$ cat src/rtl/pim_pkg.sv
package pim_pkg;

    localparam int FUNC_W = 8;

    typedef enum logic [1:0] {
        DST_X   = 2'd0,
        DST_Y   = 2'd1,
        DST_MEM = 2'd2,
        DST_WE  = 2'd3
    } dest_t;

    typedef enum logic [1:0] {
        PH_IDLE  = 2'd0,
        PH_READ  = 2'd1,
        PH_OPER  = 2'd2,
        PH_WRITE = 2'd3
    } phase_t;

    typedef struct packed {
        logic [FUNC_W-1:0] func;
        dest_t             dest;
        logic              tie_en;
        logic              bcast;
    } op_t;

    function automatic logic lut_pick(input logic [FUNC_W-1:0] tbl,
                                      input logic x, input logic y,
                                      input logic m);
        logic [2:0] idx;
        idx = {x, y, m};
        return tbl[idx];
    endfunction

endpackage

$ cat src/rtl/pim_seq.sv
module pim_seq
    import pim_pkg::*;
#(
    parameter int ROW_W = 4
) (
    input  logic             clk,
    input  logic             rst,
    input  logic             instr_valid,
    input  logic [ROW_W-1:0] row_in,
    input  op_t              op_in,
    output logic             instr_ready,
    output phase_t           phase,
    output logic [ROW_W-1:0] row_q,
    output op_t              op_q
);

    logic accept;

    assign instr_ready = (phase == PH_IDLE);
    assign accept      = instr_valid && instr_ready;

    always_ff @(posedge clk) begin
        if (rst) begin
            phase <= PH_IDLE;
            row_q <= '0;
            op_q  <= '0;
        end else begin
            unique case (phase)
                PH_IDLE: begin
                    if (accept) begin
                        phase <= PH_READ;
                        row_q <= row_in;
                        op_q  <= op_in;
                    end
                end
                PH_READ:  phase <= PH_OPER;
                PH_OPER:  phase <= PH_WRITE;
                PH_WRITE: phase <= PH_IDLE;
                default:  phase <= PH_IDLE;
            endcase
        end
    end

    assert_busy_window_R2: assert property (@(posedge clk) disable iff (rst)
        accept |=> !instr_ready ##1 !instr_ready ##1 !instr_ready ##1 instr_ready);

    assert_no_restart_R10: assert property (@(posedge clk) disable iff (rst)
        (!instr_ready && instr_valid) |=> $stable(row_q) && $stable(op_q));

endmodule

$ cat src/rtl/pim_mem.sv
module pim_mem #(
    parameter int NUM_PE   = 64,
    parameter int NUM_ROWS = 16,
    parameter int ROW_W    = 4
) (
    input  logic              clk,
    input  logic              host_we,
    input  logic [ROW_W-1:0]  host_waddr,
    input  logic [NUM_PE-1:0] host_wdata,
    input  logic [ROW_W-1:0]  host_raddr,
    output logic [NUM_PE-1:0] host_rdata,
    input  logic [ROW_W-1:0]  pe_row,
    output logic [NUM_PE-1:0] pe_sense,
    input  logic              pe_we,
    input  logic [NUM_PE-1:0] pe_mask,
    input  logic [NUM_PE-1:0] pe_wdata
);

    logic [NUM_PE-1:0] cells [NUM_ROWS];

    assign pe_sense = cells[pe_row];

    always_ff @(posedge clk) begin
        if (pe_we) begin
            cells[pe_row] <= (cells[pe_row] & ~pe_mask) | (pe_wdata & pe_mask);
        end else if (host_we) begin
            cells[host_waddr] <= host_wdata;
        end
        host_rdata <= cells[host_raddr];
    end

endmodule

$ cat src/rtl/pim_pe.sv
module pim_pe
    import pim_pkg::*;
(
    input  logic              clk,
    input  logic              rst,
    input  phase_t            phase,
    input  op_t               op,
    input  logic              m_in,
    input  logic              tie_val,
    output logic              res_q,
    output logic              x_q,
    output logic              y_q,
    output logic              we_q
);

    logic m_q;
    logic load_val;

    assign load_val = (op.bcast && op.tie_en) ? tie_val : res_q;

    always_ff @(posedge clk) begin
        if (rst) begin
            m_q   <= 1'b0;
            res_q <= 1'b0;
            x_q   <= 1'b0;
            y_q   <= 1'b0;
            we_q  <= 1'b1;
        end else begin
            unique case (phase)
                PH_READ: m_q   <= m_in;
                PH_OPER: res_q <= lut_pick(op.func, x_q, y_q, m_q);
                PH_WRITE: begin
                    unique case (op.dest)
                        DST_X:   x_q  <= load_val;
                        DST_Y:   y_q  <= load_val;
                        DST_WE:  we_q <= load_val;
                        default: ;
                    endcase
                end
                default: ;
            endcase
        end
    end

endmodule

$ cat src/rtl/pim_array.sv
module pim_array
    import pim_pkg::*;
#(
    parameter int NUM_PE   = 64,
    parameter int NUM_ROWS = 16,
    localparam int ROW_W   = (NUM_ROWS > 1) ? $clog2(NUM_ROWS) : 1
) (
    input  logic              clk,
    input  logic              rst,
    input  logic              instr_valid,
    output logic              instr_ready,
    input  logic [ROW_W-1:0]  instr_row,
    input  logic [7:0]        instr_func,
    input  logic [1:0]        instr_dest,
    input  logic              instr_tie_en,
    input  logic              instr_bcast,
    output logic              tie_out,
    input  logic              host_we,
    input  logic [ROW_W-1:0]  host_waddr,
    input  logic [NUM_PE-1:0] host_wdata,
    input  logic [ROW_W-1:0]  host_raddr,
    output logic [NUM_PE-1:0] host_rdata
);

    op_t               op_in;
    op_t               op_q;
    phase_t            phase;
    logic [ROW_W-1:0]  row_q;
    logic [NUM_PE-1:0] sense;
    logic [NUM_PE-1:0] res_vec;
    logic [NUM_PE-1:0] x_vec;
    logic [NUM_PE-1:0] y_vec;
    logic [NUM_PE-1:0] we_vec;
    logic              tie_val;
    logic              mem_wr;
    logic              host_ok;

    assign op_in = '{func: instr_func, dest: dest_t'(instr_dest),
                     tie_en: instr_tie_en, bcast: instr_bcast};

    pim_seq #(.ROW_W(ROW_W)) u_seq (
        .clk         (clk),
        .rst         (rst),
        .instr_valid (instr_valid),
        .row_in      (instr_row),
        .op_in       (op_in),
        .instr_ready (instr_ready),
        .phase       (phase),
        .row_q       (row_q),
        .op_q        (op_q)
    );

    assign tie_val = op_q.tie_en ? (&res_vec) : 1'b1;
    assign mem_wr  = (phase == PH_WRITE) && (op_q.dest == DST_MEM);
    assign host_ok = host_we && instr_ready;

    pim_mem #(.NUM_PE(NUM_PE), .NUM_ROWS(NUM_ROWS), .ROW_W(ROW_W)) u_mem (
        .clk        (clk),
        .host_we    (host_ok),
        .host_waddr (host_waddr),
        .host_wdata (host_wdata),
        .host_raddr (host_raddr),
        .host_rdata (host_rdata),
        .pe_row     (row_q),
        .pe_sense   (sense),
        .pe_we      (mem_wr),
        .pe_mask    (we_vec),
        .pe_wdata   (res_vec)
    );

    for (genvar i = 0; i < NUM_PE; i++) begin : g_pe
        pim_pe u_pe (
            .clk     (clk),
            .rst     (rst),
            .phase   (phase),
            .op      (op_q),
            .m_in    (sense[i]),
            .tie_val (tie_val),
            .res_q   (res_vec[i]),
            .x_q     (x_vec[i]),
            .y_q     (y_vec[i]),
            .we_q    (we_vec[i])
        );
    end

    always_ff @(posedge clk) begin
        if (rst) begin
            tie_out <= 1'b1;
        end else if (phase == PH_WRITE) begin
            tie_out <= tie_val;
        end
    end

    assert_tie_hold_R6: assert property (@(posedge clk) disable iff (rst)
        (phase != PH_WRITE) |=> $stable(tie_out));

    assert_bcast_uniform_R7: assert property (@(posedge clk) disable iff (rst)
        (phase == PH_WRITE && op_q.bcast && op_q.tie_en && op_q.dest == DST_X)
        |=> ((&x_vec) || !(|x_vec)));

    assert_host_blocked_R8: assert property (@(posedge clk) disable iff (rst)
        (host_we && !instr_ready && phase != PH_WRITE && host_waddr == row_q)
        |=> $stable(sense));

endmodule

$ cat config.mk
export PLATFORM = sky130hd
export DESIGN_NAME = pim_array
export DESIGN_NICKNAME = d
export VERILOG_FILES = /design/src/rtl/pim_pkg.sv /design/src/rtl/pim_seq.sv /design/src/rtl/pim_mem.sv /design/src/rtl/pim_pe.sv /design/src/rtl/pim_array.sv
export SDC_FILE = /design/constraint.sdc
export NUM_CORES = 2
export LEC_CHECK = 0
export CORE_MARGIN = 5
export CORE_UTILIZATION = 35
export CTS_BUF_LIST = sky130_fd_sc_hd__clkbuf_16
export CTS_CLUSTER_DIAMETER = 120
export CTS_CLUSTER_SIZE = 24
export DETAILED_ROUTE_END_ITERATION = 16
export PLACE_DENSITY = 0.59
export SLEW_MARGIN = 30
export SYNTH_ARGS = -nofsm -noshare
export SYNTH_HDL_FRONTEND = slang
export SYNTH_SLANG_ARGS = --single-unit
export TNS_END_PERCENT = 5
$ cat constraint.sdc
create_clock -name clk -period 9.75 [get_ports clk]
set_input_delay 0.975 -clock clk [delete_from_list [all_inputs] [get_ports clk]]
set_output_delay 0.975 -clock clk [all_outputs]
set_load 0.1 [all_outputs]
Word level (Yosys, flattened, before mapping)
Memories as Yosys holds them, arrays and structs flattened. A register that Yosys moved wholly into a read port is not among the register bits.
Cells that the tools add are included.
{"block": "totals", "regBits": 339, "ram_bits": 1024, "input_bits": 92, "output_inout_bits": 66, "memories": 1}
{"name": "u_mem.cells", "depth": 16, "word_bits": 64, "rd": 2, "rd_ports_with_merged_regs": 2, "write_ports": 1, "line_no": "pim_mem.sv:19", "text": "logic [NUM_PE-1:0] cells [NUM_ROWS];"}
{"block": "op_classes", "magnitude_cmp": 64, "eq_ne": 7, "n_mux": 205, "bitwise": 4, "reduce_logical": 12}
{"op": "$lt A3 B4 Y1 const B", "count": 64}
{"op": "$bmux W1 S3", "count": 64}
{"op": "$mux W1", "count": 135}
{"op": "$and A64 B64 Y64", "count": 2}
{"op": "$mux W64", "count": 1}
{"op": "$not A64 Y64", "count": 1}
{"op": "$or A64 B64 Y64", "count": 1}
{"op": "$reduce_and A64 Y1", "count": 1}
{"op": "$reduce_or A64 Y1", "count": 1}
{"op": "$mux W4", "count": 3}
{"op": "$eq A2 B2 Y1 const B", "count": 4}
{"op": "$pmux W2 S4", "count": 1}
{"op": "$reduce_and A2 Y1", "count": 4}
{"op": "$eq A2 B1 Y1 const B", "count": 2}
{"op": "$logic_and A1 B1 Y1", "count": 4}
{"op": "$logic_not A2 Y1", "count": 2}
{"op": "$mux W2", "count": 1}
{"op": "$ne A2 B1 Y1 const B", "count": 1}

Logic depth before layout (Yosys ltp)
{"block": "depth", "depth_word": 7, "mapped_depth": 8}

Cells and area by module
Synthesis repeated with hierarchy kept, for this count alone.
{"block": "hier_totals", "hier_cells": 4553, "area_unflattened_um2": 69795.7}
{"mod": "pim_mem", "n_inst": 1, "cells_per_inst": 2456, "area_each_um2": 49074.6, "seq_area_each_um2": 32030.7}
{"mod": "pim_pe", "n_inst": 64, "cells_per_inst": 31, "area_each_um2": 309.0, "seq_area_each_um2": 100.1}
{"mod": "pim_seq", "n_inst": 1, "cells_per_inst": 84, "area_each_um2": 744.5, "seq_area_each_um2": 360.3}
{"mod": "pim_array", "n_inst": 1, "cells_per_inst": 29, "area_each_um2": 197.7, "seq_area_each_um2": 20.0}

Least setup slack after synthesis
Ideal clock, no wire load.
{"block": "synth_path", "kind": "register -> register", "start": "register u_seq.phase[0]", "end": "memory u_mem.cells[13][0], enable pin", "setup_ns": 0.487, "arrival_ns": 4.786, "path_slack_ns": 4.477, "path_stages_with_launch": 7, "n_path_buf": 0, "period_less_slack_ns": 5.273, "path_cell_list": "dfxtp_1 > inv_1 > ha_1 > and3_1 > mux2i_1 > or2_2 > nor2_1"}
{"block": "synth_via", "elab_chain_len": 7, "word_cells_on_any_way": 12, "classes_between": "eq/ne: 1; mux: 7; reduce/logical: 4"}
{"element": "from (decl)", "line_no": "pim_seq.sv:12", "text": "output phase_t phase,"}
{"element": "from (signal assigned)", "line_no": "pim_seq.sv:24", "text": "phase <= PH_IDLE;"}
{"element": "from (signal assigned)", "line_no": "pim_seq.sv:31", "text": "phase <= PH_READ;"}
{"element": "from (signal assigned)", "line_no": "pim_seq.sv:36", "text": "PH_READ: phase <= PH_OPER;"}
{"element": "$logic_not A2 Y1 (*)", "line_no": "pim_seq.sv:19", "text": "assign instr_ready = (phase == PH_IDLE);"}
{"element": "named net instr_ready", "line_no": "pim_array.sv:11", "text": "output logic instr_ready,"}
{"element": "$logic_and A1 B1 Y1 (*)", "line_no": "pim_array.sv:55", "text": "assign host_ok = host_we && instr_ready;"}
{"element": "$mux W1 (*)", "line_no": "pim_mem.sv:26", "text": "end else if (host_we) begin"}
{"element": "$mux W1 (*)", "line_no": "pim_mem.sv:24", "text": "if (pe_we) begin"}
{"element": "$mux W1 (not written as such) (*)", "line_no": "pim_mem.sv:27", "text": "cells[host_waddr] <= host_wdata;"}
{"element": "$reduce_or A64 Y1 (no line)"}
{"element": "$mux W4 (no line) or $mux W1 (tied branches)"}
{"element": "to (decl)", "line_no": "pim_mem.sv:19"}
Mark *: on every way through the listed nets, which the timed path passes. The rest lies on a longest branch.

Worst setup path in the final report
{"block": "layout_path", "start": "register u_seq.phase[1]", "end": "memory u_mem.cells[9][4], enable pin"}
{"block": "layout_via", "elab_chain_len": 7, "word_cells_on_any_way": 12, "classes_between": "eq/ne: 1; mux: 7; reduce/logical: 4"}
{"element": "$logic_not A2 Y1", "line_no": "pim_seq.sv:19"}
{"element": "$logic_and A1 B1 Y1", "line_no": "pim_array.sv:55"}
{"element": "$mux W1", "line_no": "pim_mem.sv:26"}
{"element": "$mux W1", "line_no": "pim_mem.sv:24"}
{"element": "$mux W1 (not written as such)", "line_no": "pim_mem.sv:27"}
{"element": "$reduce_or A64 Y1 (no line)"}
{"element": "$mux W4 (no line) or $mux W1 (tied branches)"}
Parallel ways exist; a longest one is shown, timed or not.

==> results_dict.tcl <==
set metrics [dict create \
    synthesis.area_um2 64300 \
    cp-end-kind "flop" \
    multi_input_area_um2 23900 \
    synth-edff-count 1024 \
    critical_path_class "reg2reg" \
    io_pins 158 \
    clkLatencyLatePin_ns 0.72 \
    yosysMostFrequentCell "edfxtp_1" \
    root_buffer "clkbuf_16" \
    powerDensity_nw_per_um2 226 \
    antenna_found_initial 10 \
    grt_overflow 0 \
    cp.arrival_ns 5.30 \
    cap_violations 0 \
    r2r_cells 7 \
    synthTopCellsByCount "edfxtp_1 (1024), mux4_2 (704), dfxtp_1 (407)" \
    core-area_um2 183000 \
    cpPeakStageDelay_ns 0.84 \
    r2r_slack_ns 4.78 \
    synth.distinct_cells 37 \
    io_buffer_count 157 \
    worstPathCellList "ha_1, nand3b_1, nand3_4, buf_4, a31oi_1, nor2_4, buf_4" \
    avgSynthCellArea_um2 17.0 \
    cp_num_buf_inv 2 \
    met2_length_mm 93.5 \
    htreeDepth 3 \
    seq_area_frac_synth_pct 60.5 \
    cpMostUsedCell "buf_4" \
    routed_via_density 6.04 \
    via_count 37700 \
    grt_max_degree 135 \
    wl_met1_mm 77.7 \
    seqCellArea_um2 38900 \
    drt_iter0_drc 4348 \
    synth-main-ff-cell "edfxtp_1" \
    crit-reg2reg-launch "u_seq.phase[1]" \
    rsz0062_at_grt "no" \
    ir_drop_v 0.000176 \
    fmax_ghz 0.201 \
    path_clk_slew_ns 0.10 \
    whs_path_depth 2 \
    gp_congestion 0.833 \
    route.met3.wl_mm 16.8 \
    p_leak_nw 20.7 \
    fin_area_um2 70200 \
    cts_made_buffers 69 \
    grt_pass1_wl_mm 278 \
    die_x_um 439 \
    drt_first_pass_iters 7 \
    cp-start-kind "flop" \
    total_power_mw 15.9 \
    die_area_um2 192000 \
    post_dp_cell_area_um2 68100 \
    r2r_end "u_mem.cells[9][4]" \
    areaGrowthSynthToFinish_pct 9.22 \
    yosys.area.top_type "edfxtp_1" \
    cts_tree "done" \
    initial_core_util_pct 35.2 \
    synthCells 3782 \
    tightestPinTransition_ns 1.16 \
    clock_skew_ns 0.0443 \
    relSlewSlack_pct 22.6 \
    track_usage_pct 19.8 \
    slew_viol_final 0 \
    min_to "u_seq.op_q[0]" \
    ys.warnings.count 0 \
    critPathRequiredTime_ns 10.08 \
    grt_pass1_vias 36700 \
    worstPathMaxFanout 52 \
    min_from "u_seq.op_q[0]" \
    drtAntennaViolNets 0 \
    drive_gt1_share_pct 23.9 \
    cts_setup_buffers 0 \
    hold_violations 0 \
    wl_per_cell_um 31.4 \
    period_share_pct 50.9 \
    clockBufferDepth 3 \
    cts.sinks 1431 \
    outcome "completed" \
    worst_hold_path_type "reg2reg" \
    highest_layer "met5" \
    synth-seq-cells 1431 \
    cp_top_family "simple AND/OR/NAND/NOR gates" \
    post_cts_resized 0 \
    synth_area_leaders "edfxtp_1 (48%), mux4_2 (25%), dfxtp_1 (13%)" \
    tns_ns 0 \
    syn-num-nets 3879 \
    dp_hpwl_mm 117 \
    drc_errors 0 \
    crit_path_top_delay_cell "buf_4" \
    ys_async_sr_fraction_pct 0 \
    synth_top_area_share_pct 47.8 \
    die_h_um 439 \
    wirelength_mm 196 \
    fin_nets 3817 \
    layout_min_cycle_time_ns 4.97 \
    n_fill_cell 16600 \
    cts_hold_buf 0 \
    rows 157 \
    setup_violations 0 \
]
[layout make-up]
class,count,share of cell area (%)
multi-input combinational,1989,34.1
tap,2464,4.39
antenna,5,0.0178
sequential,1431,55.4
clock buffer,70,2.49
inverter,5,0.0267
timing repair buffer,224,3.16
clock inverter,52,0.399
[registers in the layout, indices dropped and copies added (netlist names), named ones only]
signal,cells
g_pe.u_pe.m_q,64
g_pe.u_pe.res_q,64
g_pe.u_pe.we_q,64
g_pe.u_pe.x_q,64
g_pe.u_pe.y_q,64
tie_out,1
u_mem.cells,1024
u_mem.host_rdata,64
u_seq.op_q,12
u_seq.phase,2
u_seq.row_q,4
[layout by cell type, fill, tap and decap left out, drive strengths merged, types with 4 or more instances in the layout]
master | netlist | final
nand4 | 17 | 17
nand2b | 68 | 68
a311oi | 128 | 128
mux2i | 66 | 66
a31oi | 69 | 69
mux4 | 704 | 704
a22o | 128 | 128
inv | 5 | 50
clkdlybuf4s50 | 0 | 149
nor4 | 4 | 4
clkbuf | 248 | 70
o21a | 64 | 64
buf | 109 | 75
clkinv | 0 | 6
edfxtp | 1024 | 1024
o22ai | 64 | 64
nor2 | 342 | 342
diode | 0 | 5
nand2 | 100 | 100
o21ai | 65 | 65
dfxtp | 407 | 407
a21oi | 80 | 80
ha | 5 | 5
a211oi | 65 | 65
[metrics by stage]
step           setup slack (ns)  utilization [%]  cells  hold slack [ns]
4_1_cts                    4.80             38.4   6234            0.505
6_report                   4.78             38.4   6240            0.500
3_3_place_gp               4.58             37.2   6110            0.464
3_5_place_dp               4.52             37.3   6112            0.488
2_1_floorplan              4.48                -   3782            0.436
5_1_grt                    4.59             38.4   6240            0.521
[worst reg2reg max path, delay by kind of cell, from the launching register on]
family,cells,cell delay (ns)
flops,1,0.43
fa+ha+maj,1,0.28
simple gates,3,1.64
buf+inv,2,1.61
compound gates,1,0.55
[worst max-delay path by stage]
stage	start	end	slack, ns	cells after the start
5_1_grt	u_seq.phase[1]	u_mem.cells[9][4]	4.59	7
6_report	u_seq.phase[1]	u_mem.cells[9][4]	4.78	7
3_3_place_gp	host_we	u_mem.cells[9][6]	4.58	6
4_1_cts	u_seq.phase[1]	u_mem.cells[9][4]	4.80	7
2_1_floorplan	u_seq.phase[0]	u_mem.cells[13][0]	4.48	6
3_5_place_dp	host_we	u_mem.cells[9][6]	4.52	6
[per-layer routing]
| metal | up-vias | global-route usage [%] |
|---|---|---|
| met5 | - | 0 |
| met4 | 4 | 7.45 |
| met3 | 209 | 3.68 |
| met2 | 1803 | 31.7 |
| met1 | 20100 | 27.2 |
| li1 | 15500 | - |
[kinds of logic after synthesis]
| logic type | count (synthesis) | share of synthesized area (%) |
|---|---|---|
| and+or+nand+nor | 550 | 3.64 |
| AOI/OAI and AO/OA | 664 | 7.46 |
| muxes | 770 | 25.7 |
| buffers and inverters | 362 | 2.62 |
| adders and majority gates | 5 | 0.0973 |
| DFF | 1431 | 60.5 |
[where the power goes]
group	internal [mW]	total, mW	leakage, nW	switching [mW]
combinational	1.49	4.44	6.88	2.95
clock	1.34	3.33	1.14	1.99
sequential	7.65	8.09	12.7	0.438
Power figures use the tool's default switching activity.
